File: src/rtl/coff_pkg.sv
package coff_pkg;

    // Limit reference choice driven on thr_sel
    typedef enum logic {
        THR_NORMAL  = 1'b0,
        THR_REDUCED = 1'b1
    } thr_sel_e;

    // Edge-to-pulse stage state
    typedef struct packed {
        logic prev;
        logic pulse;
    } pulse_st_t;

    // Convert a duration in ns to whole clock cycles at the given MHz
    function automatic int unsigned ns_to_cyc(input int unsigned ns, input int unsigned mhz);
        return (ns * mhz) / 1000;
    endfunction

endpackage

File: src/rtl/coff_blank_timer.sv
module coff_blank_timer #(
    parameter int unsigned CYC = 16
) (
    input  logic clk,
    input  logic rst_n,
    input  logic run,
    input  logic start,
    output logic busy
);
    localparam int unsigned W = $clog2(CYC + 1);

    typedef struct packed {
        logic [W-1:0] cnt;
    } blank_st_t;

    blank_st_t st_d, st_q;

    always_comb begin
        st_d = st_q;
        if (!run) begin
            st_d.cnt = '0;
        end else if (start) begin
            st_d.cnt = W'(CYC);
        end else if (st_q.cnt != '0) begin
            st_d.cnt = st_q.cnt - W'(1);
        end
    end

    always_ff @(posedge clk or negedge rst_n) begin
        if (!rst_n) st_q <= '0;
        else        st_q <= st_d;
    end

    // The transition cycle itself is masked as well
    assign busy = (st_q.cnt != '0) | (run & start);

    // a transition always leaves a running window behind it
    assert_blank_load_R4: assert property (@(posedge clk) disable iff (!rst_n)
        (run && start) |=> busy);

endmodule

File: src/rtl/coff_off_timer.sv
module coff_off_timer #(
    parameter int unsigned CYC = 20
) (
    input  logic clk,
    input  logic rst_n,
    input  logic run,
    input  logic trip,
    input  logic mask,
    output logic active,
    output logic last
);
    localparam int unsigned W = $clog2(CYC + 1);

    typedef struct packed {
        logic [W-1:0] cnt;
    } off_st_t;

    off_st_t st_d, st_q;

    always_comb begin
        st_d = st_q;
        if (!run) begin
            st_d.cnt = '0;
        end else if (st_q.cnt != '0) begin
            st_d.cnt = st_q.cnt - W'(1);
        end else if (trip && !mask) begin
            st_d.cnt = W'(CYC);
        end
    end

    always_ff @(posedge clk or negedge rst_n) begin
        if (!rst_n) st_q <= '0;
        else        st_q <= st_d;
    end

    assign active = (st_q.cnt != '0);
    assign last   = (st_q.cnt == W'(1));

    // an accepted trip from idle always opens an off period
    assert_trip_opens_R2: assert property (@(posedge clk) disable iff (!rst_n)
        (run && !active && trip && !mask) |=> active);

endmodule

File: src/rtl/coff_pulse.sv
module coff_pulse (
    input  logic clk,
    input  logic rst_n,
    input  logic en,
    input  logic lvl,
    output logic pulse
);
    import coff_pkg::*;

    pulse_st_t st_d, st_q;
    logic      gated;

    assign gated = en & lvl;

    always_comb begin
        st_d       = st_q;
        st_d.prev  = gated;
        st_d.pulse = gated & ~st_q.prev;
    end

    always_ff @(posedge clk or negedge rst_n) begin
        if (!rst_n) st_q <= '0;
        else        st_q <= st_d;
    end

    assign pulse = st_q.pulse;

    // a fault indication never lasts more than one cycle
    assert_pulse_single_R7: assert property (@(posedge clk) disable iff (!rst_n)
        pulse |=> !pulse);

endmodule

File: src/rtl/coff_limiter.sv
module coff_limiter #(
    parameter int unsigned CLK_MHZ  = 250,
    parameter int unsigned OFF_NS   = 20500,
    parameter int unsigned BLANK_NS = 16500
) (
    input  logic clk,
    input  logic rst_n,
    input  logic cmd_on,
    input  logic edge_strobe,
    input  logic lim_trip,
    input  logic short_trip,
    input  logic temp_fold,
    input  logic temp_shut,
    output logic force_hiz,
    output logic short_flt,
    output logic ot_flt,
    output logic thr_sel
);
    import coff_pkg::*;

    localparam int unsigned OFF_CYC   = ns_to_cyc(OFF_NS, CLK_MHZ);
    localparam int unsigned BLANK_CYC = ns_to_cyc(BLANK_NS, CLK_MHZ);

    typedef struct packed {
        thr_sel_e thr;
    } top_st_t;

    logic    blank_act;
    logic    off_act;
    logic    off_last;
    logic    blank_start;
    top_st_t top_d, top_q;

    // Leaving the off period switches the legs, so it re-arms blanking
    assign blank_start = edge_strobe | off_last;

    coff_blank_timer #(.CYC(BLANK_CYC)) u_blank (
        .clk   (clk),
        .rst_n (rst_n),
        .run   (cmd_on),
        .start (blank_start),
        .busy  (blank_act)
    );

    coff_off_timer #(.CYC(OFF_CYC)) u_off (
        .clk    (clk),
        .rst_n  (rst_n),
        .run    (cmd_on),
        .trip   (lim_trip),
        .mask   (blank_act),
        .active (off_act),
        .last   (off_last)
    );

    coff_pulse u_short (
        .clk   (clk),
        .rst_n (rst_n),
        .en    (cmd_on),
        .lvl   (short_trip),
        .pulse (short_flt)
    );

    coff_pulse u_ot (
        .clk   (clk),
        .rst_n (rst_n),
        .en    (1'b1),
        .lvl   (temp_shut),
        .pulse (ot_flt)
    );

    always_comb begin
        top_d     = top_q;
        top_d.thr = temp_fold ? THR_REDUCED : THR_NORMAL;
    end

    always_ff @(posedge clk or negedge rst_n) begin
        if (!rst_n) top_q <= '0;
        else        top_q <= top_d;
    end

    assign force_hiz = off_act;
    assign thr_sel   = top_q.thr;

    // with blanking active and no off period, no off period can begin
    assert_blank_masks_R3: assert property (@(posedge clk) disable iff (!rst_n)
        (blank_act && !off_act) |=> !force_hiz);

    // the final off cycle is always followed by release
    assert_no_extend_R5: assert property (@(posedge clk) disable iff (!rst_n)
        off_last |=> !force_hiz);

    // finishing the off period leaves blanking running
    assert_reblank_R6: assert property (@(posedge clk) disable iff (!rst_n)
        (off_last && cmd_on) |=> blank_act);

    // a short fault only follows a cycle in which drive was commanded
    assert_short_needs_on_R7: assert property (@(posedge clk) disable iff (!rst_n)
        short_flt |-> $past(cmd_on));

    // an overtemperature pulse only follows a set shutdown flag
    assert_ot_source_R8: assert property (@(posedge clk) disable iff (!rst_n)
        ot_flt |-> $past(temp_shut));

    // threshold select tracks the foldback flag by one cycle
    assert_thr_follow_R9: assert property (@(posedge clk) disable iff (!rst_n)
        $past(temp_fold) |-> thr_sel);

    // no tristate request survives a dropped command
    assert_idle_quiet_R10: assert property (@(posedge clk) disable iff (!rst_n)
        !cmd_on |=> !force_hiz);

endmodule

File: config.mk
export PLATFORM = sky130hd
export DESIGN_NAME = coff_limiter
export DESIGN_NICKNAME = d
export VERILOG_FILES = /design/src/rtl/coff_pkg.sv /design/src/rtl/coff_blank_timer.sv /design/src/rtl/coff_off_timer.sv /design/src/rtl/coff_pulse.sv /design/src/rtl/coff_limiter.sv
export SDC_FILE = /design/constraint.sdc
export NUM_CORES = 1
export LEC_CHECK = 0
export ABC_CLOCK_PERIOD_IN_PS = 2100
export BUFFER_PORTS_ARGS = -buffer_cell sky130_fd_sc_hd__buf_4
export CORE_ASPECT_RATIO = 1.4
export CORE_MARGIN = 3
export CORE_UTILIZATION = 53
export CTS_CLUSTER_DIAMETER = 50
export DETAILED_ROUTE_END_ITERATION = 6
export PLACE_DENSITY = 0.76
export SLEW_MARGIN = 20
export SYNTH_ARGS = -nofsm -noshare
export SYNTH_HDL_FRONTEND = slang
export SYNTH_HIERARCHICAL = 1
export SYNTH_SLANG_ARGS = --single-unit
File: constraint.sdc
create_clock -name clk -period 2.1 [get_ports clk]
set_input_delay 0.21 -clock clk [delete_from_list [all_inputs] [get_ports clk]]
set_output_delay 0.21 -clock clk [all_outputs]
set_load 0.005 [all_outputs]
==> qor.yml, run 1 <==
sta:
  period_needed_ns: 1.994
  clock.fmax_mhz: 501.4
  finalClockSkew_ns: 0.007655
  timing.setup.tns_ns: 0
  period_share_pct: 94.96
  slew_viol_final: 0
  hold_viol: 0
  setup_violations: 0
  setup_slack_ns: 0.1058
clocking:
  clock_latency_ns: 0.29
  cts_max_path_buffers: 2
  clkTransAtPathRegs_ns: 0.07
  cts_buffers: 5
  htree_levels: 2
  cts_tree: "yes"
  clockRootBuffer: "clkbuf_8"
  cts.sinks: 31
power:
  ir_drop_v: 0.0007958
  p_leak_nw: 0.9144
  p_per_area_mw_per_mm2: 1218
drt:
  viasPerCell: 5.626
  num_vias: 1277
  finalWirelength_mm: 3.378
  drtAntennaViolNets: 0
  remaining_drc_errors: 0
  drtPass1Iterations: 4
  drt_iter0_drc: 33
  wl_per_cell_um: 14.88
worst_setup_path:
  r2r_slack_ns: 0.11
  worstSetupPathType: "reg -> reg"
  cp-startpoint: "u_blank/st_q[0]"
  cp.required_ns: 2.31
  crit_path_end: "u_blank/st_q[10]"
  r2r_end: "u_blank/st_q[10]"
  start_kind: "register"
  end_kind: "register"
  critical_path_arrival_ns: 2.21
  r2r_cells: 7
  cp_max_fo: 6
  rr_startpoint: "u_blank/st_q[0]"
layout:
  multi_input_area_um2: 869.6
  n_antenna_cell: 0
  nNetsFinal: 202
  final_common_cell: "dfrtp_1"
  layout_common_cells: "dfrtp_1 (30), buf_4 (21), nor2_1 (15)"
  seqCellArea_um2: 777.0
  area_delta_synth_final_pct: 18.90
  drive_gt1_share_pct: 23.16
  nFillCells: 239
logic_synthesis:
  syn_area_mm2: 0.001662
  ys_ff_latch: 31
  yosys.area.top_type_share_pct: 46.69
  yosys_warnings: 6
  synth_top_area_cell: "dfrtp_1"
  synth-seq-area-share_pct: 46.69
  avgSynthCellArea_um2: 10.13
  synth.distinct_cells: 48
  syn_inst: 164
  synthTopCellsByArea: "dfrtp_1 (47%), xor2_1 (4.7%), a21oi_1 (3.9%)"
placed_design:
  dp_hpwl_mm: 2.351
  numPortBuffers: 11
  gp_congestion: 0.8467
  post-place-ws_ns: 0.05502
floorplan:
  die_w_um: 53.32
  io_pins: 12
  num_rows: 23
  core_mm2: 0.002935
  dieHeight_um: 72.25
  initial_utilization_pct: 56.61
  die-area_mm2: 0.003852
job:
  drv_cap: 0
min_path:
  hp-class: "in -> reg"
outcome:
  status: "finished clean"
global_route:
  gr-total-overflow: 0
  grt_pass1_wl_mm: 5.982
  grt_max_degree: 32
  track_usage_pct: 21.40
  antenna_found_initial: 0
  grt_pass1_vias: 1321
==> critical path, cell delays in order (launching register included) <==
cell     delay [ns]
dfrtp_1        0.40
inv_1          0.09
ha_1           0.21
nor2b_2        0.18
and4_1         0.26
buf_4          0.17
or4_1          0.46
a21oi_1        0.14
==> state kept, by name, summed over array words and instances, names as in the netlist <==
register,flops
thr_sel,1
u_blank/st_q,13
u_off/st_q,13
u_ot/pulse,1
u_ot/st_q,1
u_short/pulse,1
u_short/st_q,1
==> report_power, final <==
part           internal [mW]  total [mW]  switching [mW]
combinational          0.484        1.04           0.558
clock                  0.299       0.511           0.212
sequential             0.713       0.854           0.141
total                   1.50        2.41           0.911
==> layer usage <==
metal | part of all wire (%) | global-route usage (%) | routed length, um
met4 | 3.4 | 13.92 | 116
met3 | 2.7 | 5.544 | 90
met5 | 0 | 0 | 0
met1 | 39 | 23.62 | 1332
met2 | 54 | 35.20 | 1838
==> final cells by class <==
cell class	instances	area share [%]
inverter	4	0.7600
timing repair buffer	22	8.486
clock buffer	8	5.067
sequential	31	39.33
multi-input combinational	125	44.02
tap	37	2.343
==> cell families after synthesis <==
| kind of cell | after synthesis | share of synthesized area [%] |
|---|---|---|
| muxes | 1 | 0.6024 |
| AOI/OAI and AO/OA | 30 | 12.57 |
| and+or+nand+nor | 74 | 26.66 |
| other | 1 | 0.2257 |
| DFF | 31 | 46.69 |
| buffers and inverters | 9 | 2.635 |
| adders and majority gates | 5 | 3.765 |
| xor gates and xnor gates | 13 | 6.852 |
==> cells in the mapped netlist (all sizes together) <==
cell type,instances
nand4,5
o21ai,3
xnor2,4
mux2i,1
nor4,3
or4,4
nand3b,1
a311o,1
conb,1
o211ai,1
or3,3
nor3b,2
nor3,4
nand4b,1
and4,1
o21a,2
o211a,1
a211o,1
a211oi,1
a21boi,1
a311oi,1
xor2,9
a2111oi,1
nand2b,3
o31ai,3
nand2,14
and2,3
nor2b,5
dfrtp,31
or2,3
o41ai,1
ha,5
a21oi,13
nor2,15
and3,1
inv,4
buf,3
nand3,4
clkbuf,2
and3b,2
==> worst min path at each step <==
stage | start | endpoint | cells past startpoint
global route | temp_fold | thr_sel | 1
global placement | rst_n | u_blank/st_q[11] | 1
CTS | temp_fold | thr_sel | 1
finish | temp_fold | thr_sel | 1
detailed placement | rst_n | u_blank/st_q[9] | 1
floorplan | rst_n | thr_sel | 0
==> per-stage QoR <==
| stage | hold slack, ns | util, % | area, um^2 | power, mW | std cells |
|---|---|---|---|---|---|
| after global routing | 0.02129 | 67.31 | 1976 | 2.606 | 227 |
| after floorplan | -0.08559 | - | 1665 | 1.584 | 165 |
| final | 0.03411 | 67.31 | 1976 | 2.406 | 227 |
| after detailed placement | 0.1650 | 62.19 | 1826 | 1.843 | 216 |
| after global placement | 0.1593 | 62.19 | 1826 | 1.804 | 216 |
| after CTS | 0.02054 | 65.94 | 1936 | 2.375 | 225 |
==> what timing repair did <==
item                                   in CTS  in global routing
buffers inserted                            0                  2
gates resized for setup                     0                  6
endpoints found under the hold margin      31                  0
setup endpoints to repair                   0                 12
hold buffers                                1                  0
Power figures use the tool's default switching activity.
==> run 2, diff against run 1 <==
- CORE_UTILIZATION: 53 -> 25
- PLACE_DENSITY: 0.76 -> 0.43
- SYNTH_HIERARCHICAL: 1 -> unset
==> qor.yml, run 2 <==
worst_setup_path:
  cp_max_fo: 4  # was 6
  r2r_end: "u_blank.st_q[10]"  # was u_blank/st_q[10]
  rr_startpoint: "u_blank.st_q[7]"  # was u_blank/st_q[0]
  start_kind: "register"  # unchanged
  cp-startpoint: "u_blank.st_q[7]"  # was u_blank/st_q[0]
  critical_path_arrival_ns: 2.24  # was 2.21 ns
  crit_path_end: "u_blank.st_q[10]"  # was u_blank/st_q[10]
  r2r_cells: 4  # was 7
  end_kind: "register"  # unchanged
  cp.required_ns: 2.30  # was 2.31 ns
  r2r_slack_ns: 0.06  # was 0.11 ns
  worstSetupPathType: "reg -> reg"  # unchanged
logic_synthesis:
  ys.flop_type: "dfrtp_1"  # unchanged
  synthTopCellsByArea: "dfrtp_1 (47%), xnor2_1 (3.7%), nor2_1 (3.4%)"  # was dfrtp_1 (47%), xor2_1 (4.7%), a21oi_1 (3.9%)
  synth_most_common_cell: "dfrtp_1"  # unchanged
  syn_inst: 160  # was 164
  ys_ff_latch: 31  # unchanged
  synth.distinct_cells: 40  # was 48
  syn_area_mm2: 0.001643  # was 0.001662 mm^2
  yosys.area.top_type_share_pct: 47.22  # was 46.69%
  avgSynthCellArea_um2: 10.27  # was 10.13 um^2
  synth_edf_count: 0  # unchanged
  synth_top_area_cell: "dfrtp_1"  # unchanged
  synthTopCellsByCount: "dfrtp_1 (31), nor2_1 (15), a21oi_1 (11)"  # was dfrtp_1 (31), nor2_1 (15), nand2_1 (14)
  yosys_warnings: 0  # was 6
  syn-num-nets: 172
  synth-async-reset-ratio_pct: 100.0  # unchanged
  synth-seq-area-share_pct: 47.22  # was 46.69%
clocking:
  cts.sinks: 31  # unchanged
  clkTransAtPathRegs_ns: 0.06  # was 0.07 ns
  htree_levels: 2  # unchanged
  cts_tree: "yes"  # unchanged
  cts_buffers: 5  # unchanged
  clock_latency_ns: 0.27  # was 0.29 ns
  cts_max_path_buffers: 2  # unchanged
  clockRootBuffer: "clkbuf_8"  # unchanged
drt:
  wl_per_cell_um: 15.18  # was 14.88 um
  num_vias: 1348  # was 1277
  drtPass1Iterations: 4  # unchanged
  viasPerCell: 5.145  # was 5.626
  remaining_drc_errors: 0  # unchanged
  drt_iter0_drc: 42  # was 33
  finalWirelength_mm: 3.976  # was 3.378 mm
  drtAntennaViolNets: 0  # unchanged
sta:
  rsz0062_at_grt: "false"
  hold_viol: 0  # unchanged
  setup_violations: 0  # unchanged
  finalClockSkew_ns: 0.007408  # was 0.007655 ns
  setup_slack_ns: 0.06391  # was 0.1058 ns
  clock.fmax_mhz: 491.1  # was 501.4 MHz
  period_share_pct: 96.96  # was 94.96%
  tightest_slew_ns: 0.5354
  max_slew_margin_pct: 63.98
  period_needed_ns: 2.036  # was 1.994 ns
  slew_viol_final: 0  # unchanged
placed_design:
  numPortBuffers: 11  # unchanged
  post-place-ws_ns: -0.04061  # was 0.05502 ns
  dp_hpwl_mm: 2.842  # was 2.351 mm
  gp_congestion: 0.8153  # was 0.8467
layout:
  nNetsFinal: 203  # was 202
  top_regs: "u_blank.st_q x13, u_off.st_q x13"  # was u_blank/st_q x13, u_off/st_q x13
  area_delta_synth_final_pct: 26.73  # was 18.90%
  drive_gt1_share_pct: 32.63  # was 23.16%
  utilization_pct: 33.07  # was 67.31%
  final_common_cell: "dfrtp_1"  # unchanged
  n_antenna_cell: 0  # unchanged
  layout_common_cells: "dfrtp_1 (31), buf_4 (30), nor2_1 (15)"  # was dfrtp_1 (30), buf_4 (21), nor2_1 (15)
outcome:
  status: "finished clean"  # unchanged
floorplan:
  die-area_mm2: 0.007594  # was 0.003852 mm^2
  dieHeight_um: 101.9  # was 72.25 um
  io_pins: 12  # unchanged
  die_w_um: 74.51  # was 53.32 um
  initial_utilization_pct: 26.09  # was 56.61%
  core_mm2: 0.006296  # was 0.002935 mm^2
  num_rows: 34  # was 23
power:
  p_total_mw: 2.335  # was 2.406 mW
  ir_drop_v: 0.0004665  # was 0.0007958 V
  p_leak_nw: 0.8972  # was 0.9144 nW
  p_per_area_mw_per_mm2: 1122  # was 1218 mW/mm^2
global_route:
  grt_pass1_wl_mm: 6.679  # was 5.982 mm
  antenna_found_initial: 0  # unchanged
  grt_pass1_vias: 1489  # was 1321
  grt_max_degree: 32  # unchanged
  gr-total-overflow: 0  # unchanged
  track_usage_pct: 11.55  # was 21.40%
job:
  drv_cap: 0  # unchanged
min_path:
  hp-class: "in -> reg"  # unchanged
[run 2: cell types whose count changed after synthesis, sizes merged, moves of 4 or more]
cell / change
clkbuf: +4
nand4: -4
xor2: -8
nand2: -5
or3: +4
nor4: +4
[run 2: timing repair]
item	CTS	global route
gates cloned	0	0
endpoints found under the hold margin	31	0
gates resized for setup	1	15
pin swaps	1	7
setup buffers	2	3
endpoints found under the setup margin	2	16
hold buffers	1	0
[run 2: how the worst min path moves through the flow]
stage	start	slack [ns]	endpoint	depth (start not counted)
floorplan	rst_n	-0.09	thr_sel	0
global placement	rst_n	0.18	u_short.pulse	1
detailed placement	rst_n	0.19	u_short.pulse	1
CTS	temp_fold	0.03	thr_sel	1
global route	temp_fold	0.03	thr_sel	1
finish	temp_fold	0.05	thr_sel	1
[run 2: kinds of logic (layout without fill, tap and decap cells)]
| family | after synthesis | count (layout) | share of synthesized area [%] |
|---|---|---|---|
| compound gates | 31 | 31 | 13.41 |
| mux | 2 | 2 | 1.295 |
| xor+xnor | 8 | 8 | 4.265 |
| buf+inv | 13 | 43 | 3.884 |
| fa+ha+maj | 4 | 4 | 3.047 |
| flops | 31 | 31 | 47.22 |
| simple gates | 71 | 71 | 26.88 |
[run 2: cell type report]
class | count | area [um^2]
flip-flops and latches | 31 | 775.7
well taps | 72 | 90.09
clock buffers | 6 | 72.57
multi-input cells | 116 | 869.6
inverters | 5 | 18.77
repair buffers | 32 | 255.2
fillers | 653 | 4214
[run 2: worst max-delay path, stage by stage (launching register included)]
cell     delay, ns
dfrtp_1       0.39
or4_4         0.58
or4_4         0.50
or3_4         0.38
a21oi_2       0.11
[run 2: metal layers]
layer	part of all wire, %	global-route usage (%)
met1	41	11.65
met2	52	20.38
met3	3.3	2.756
met4	3.6	7.945
met5	0	0
[run 2: report_power, final]
group	leakage [nW]	switching, mW	total [mW]	internal [mW]
combinational	0.452	0.551	1.09	0.544
sequential	0.408	0.115	0.819	0.704
clock	0.0371	0.201	0.421	0.220
total	0.897	0.867	2.34	1.47
[run 2: stage by stage]
step | std cells | hold slack, ns | setup TNS [ns] | instance area (um^2)
6_report | 262 | 0.04551 | 0 | 2082
5_1_grt | 262 | 0.02697 | 0 | 2082
4_1_cts | 259 | 0.03237 | 0 | 1998
3_5_place_dp | 250 | 0.1859 | -0.04061 | 1901
3_3_place_gp | 250 | 0.1827 | 0 | 1901
2_1_floorplan | 160 | -0.08559 | -0.01579 | 1658
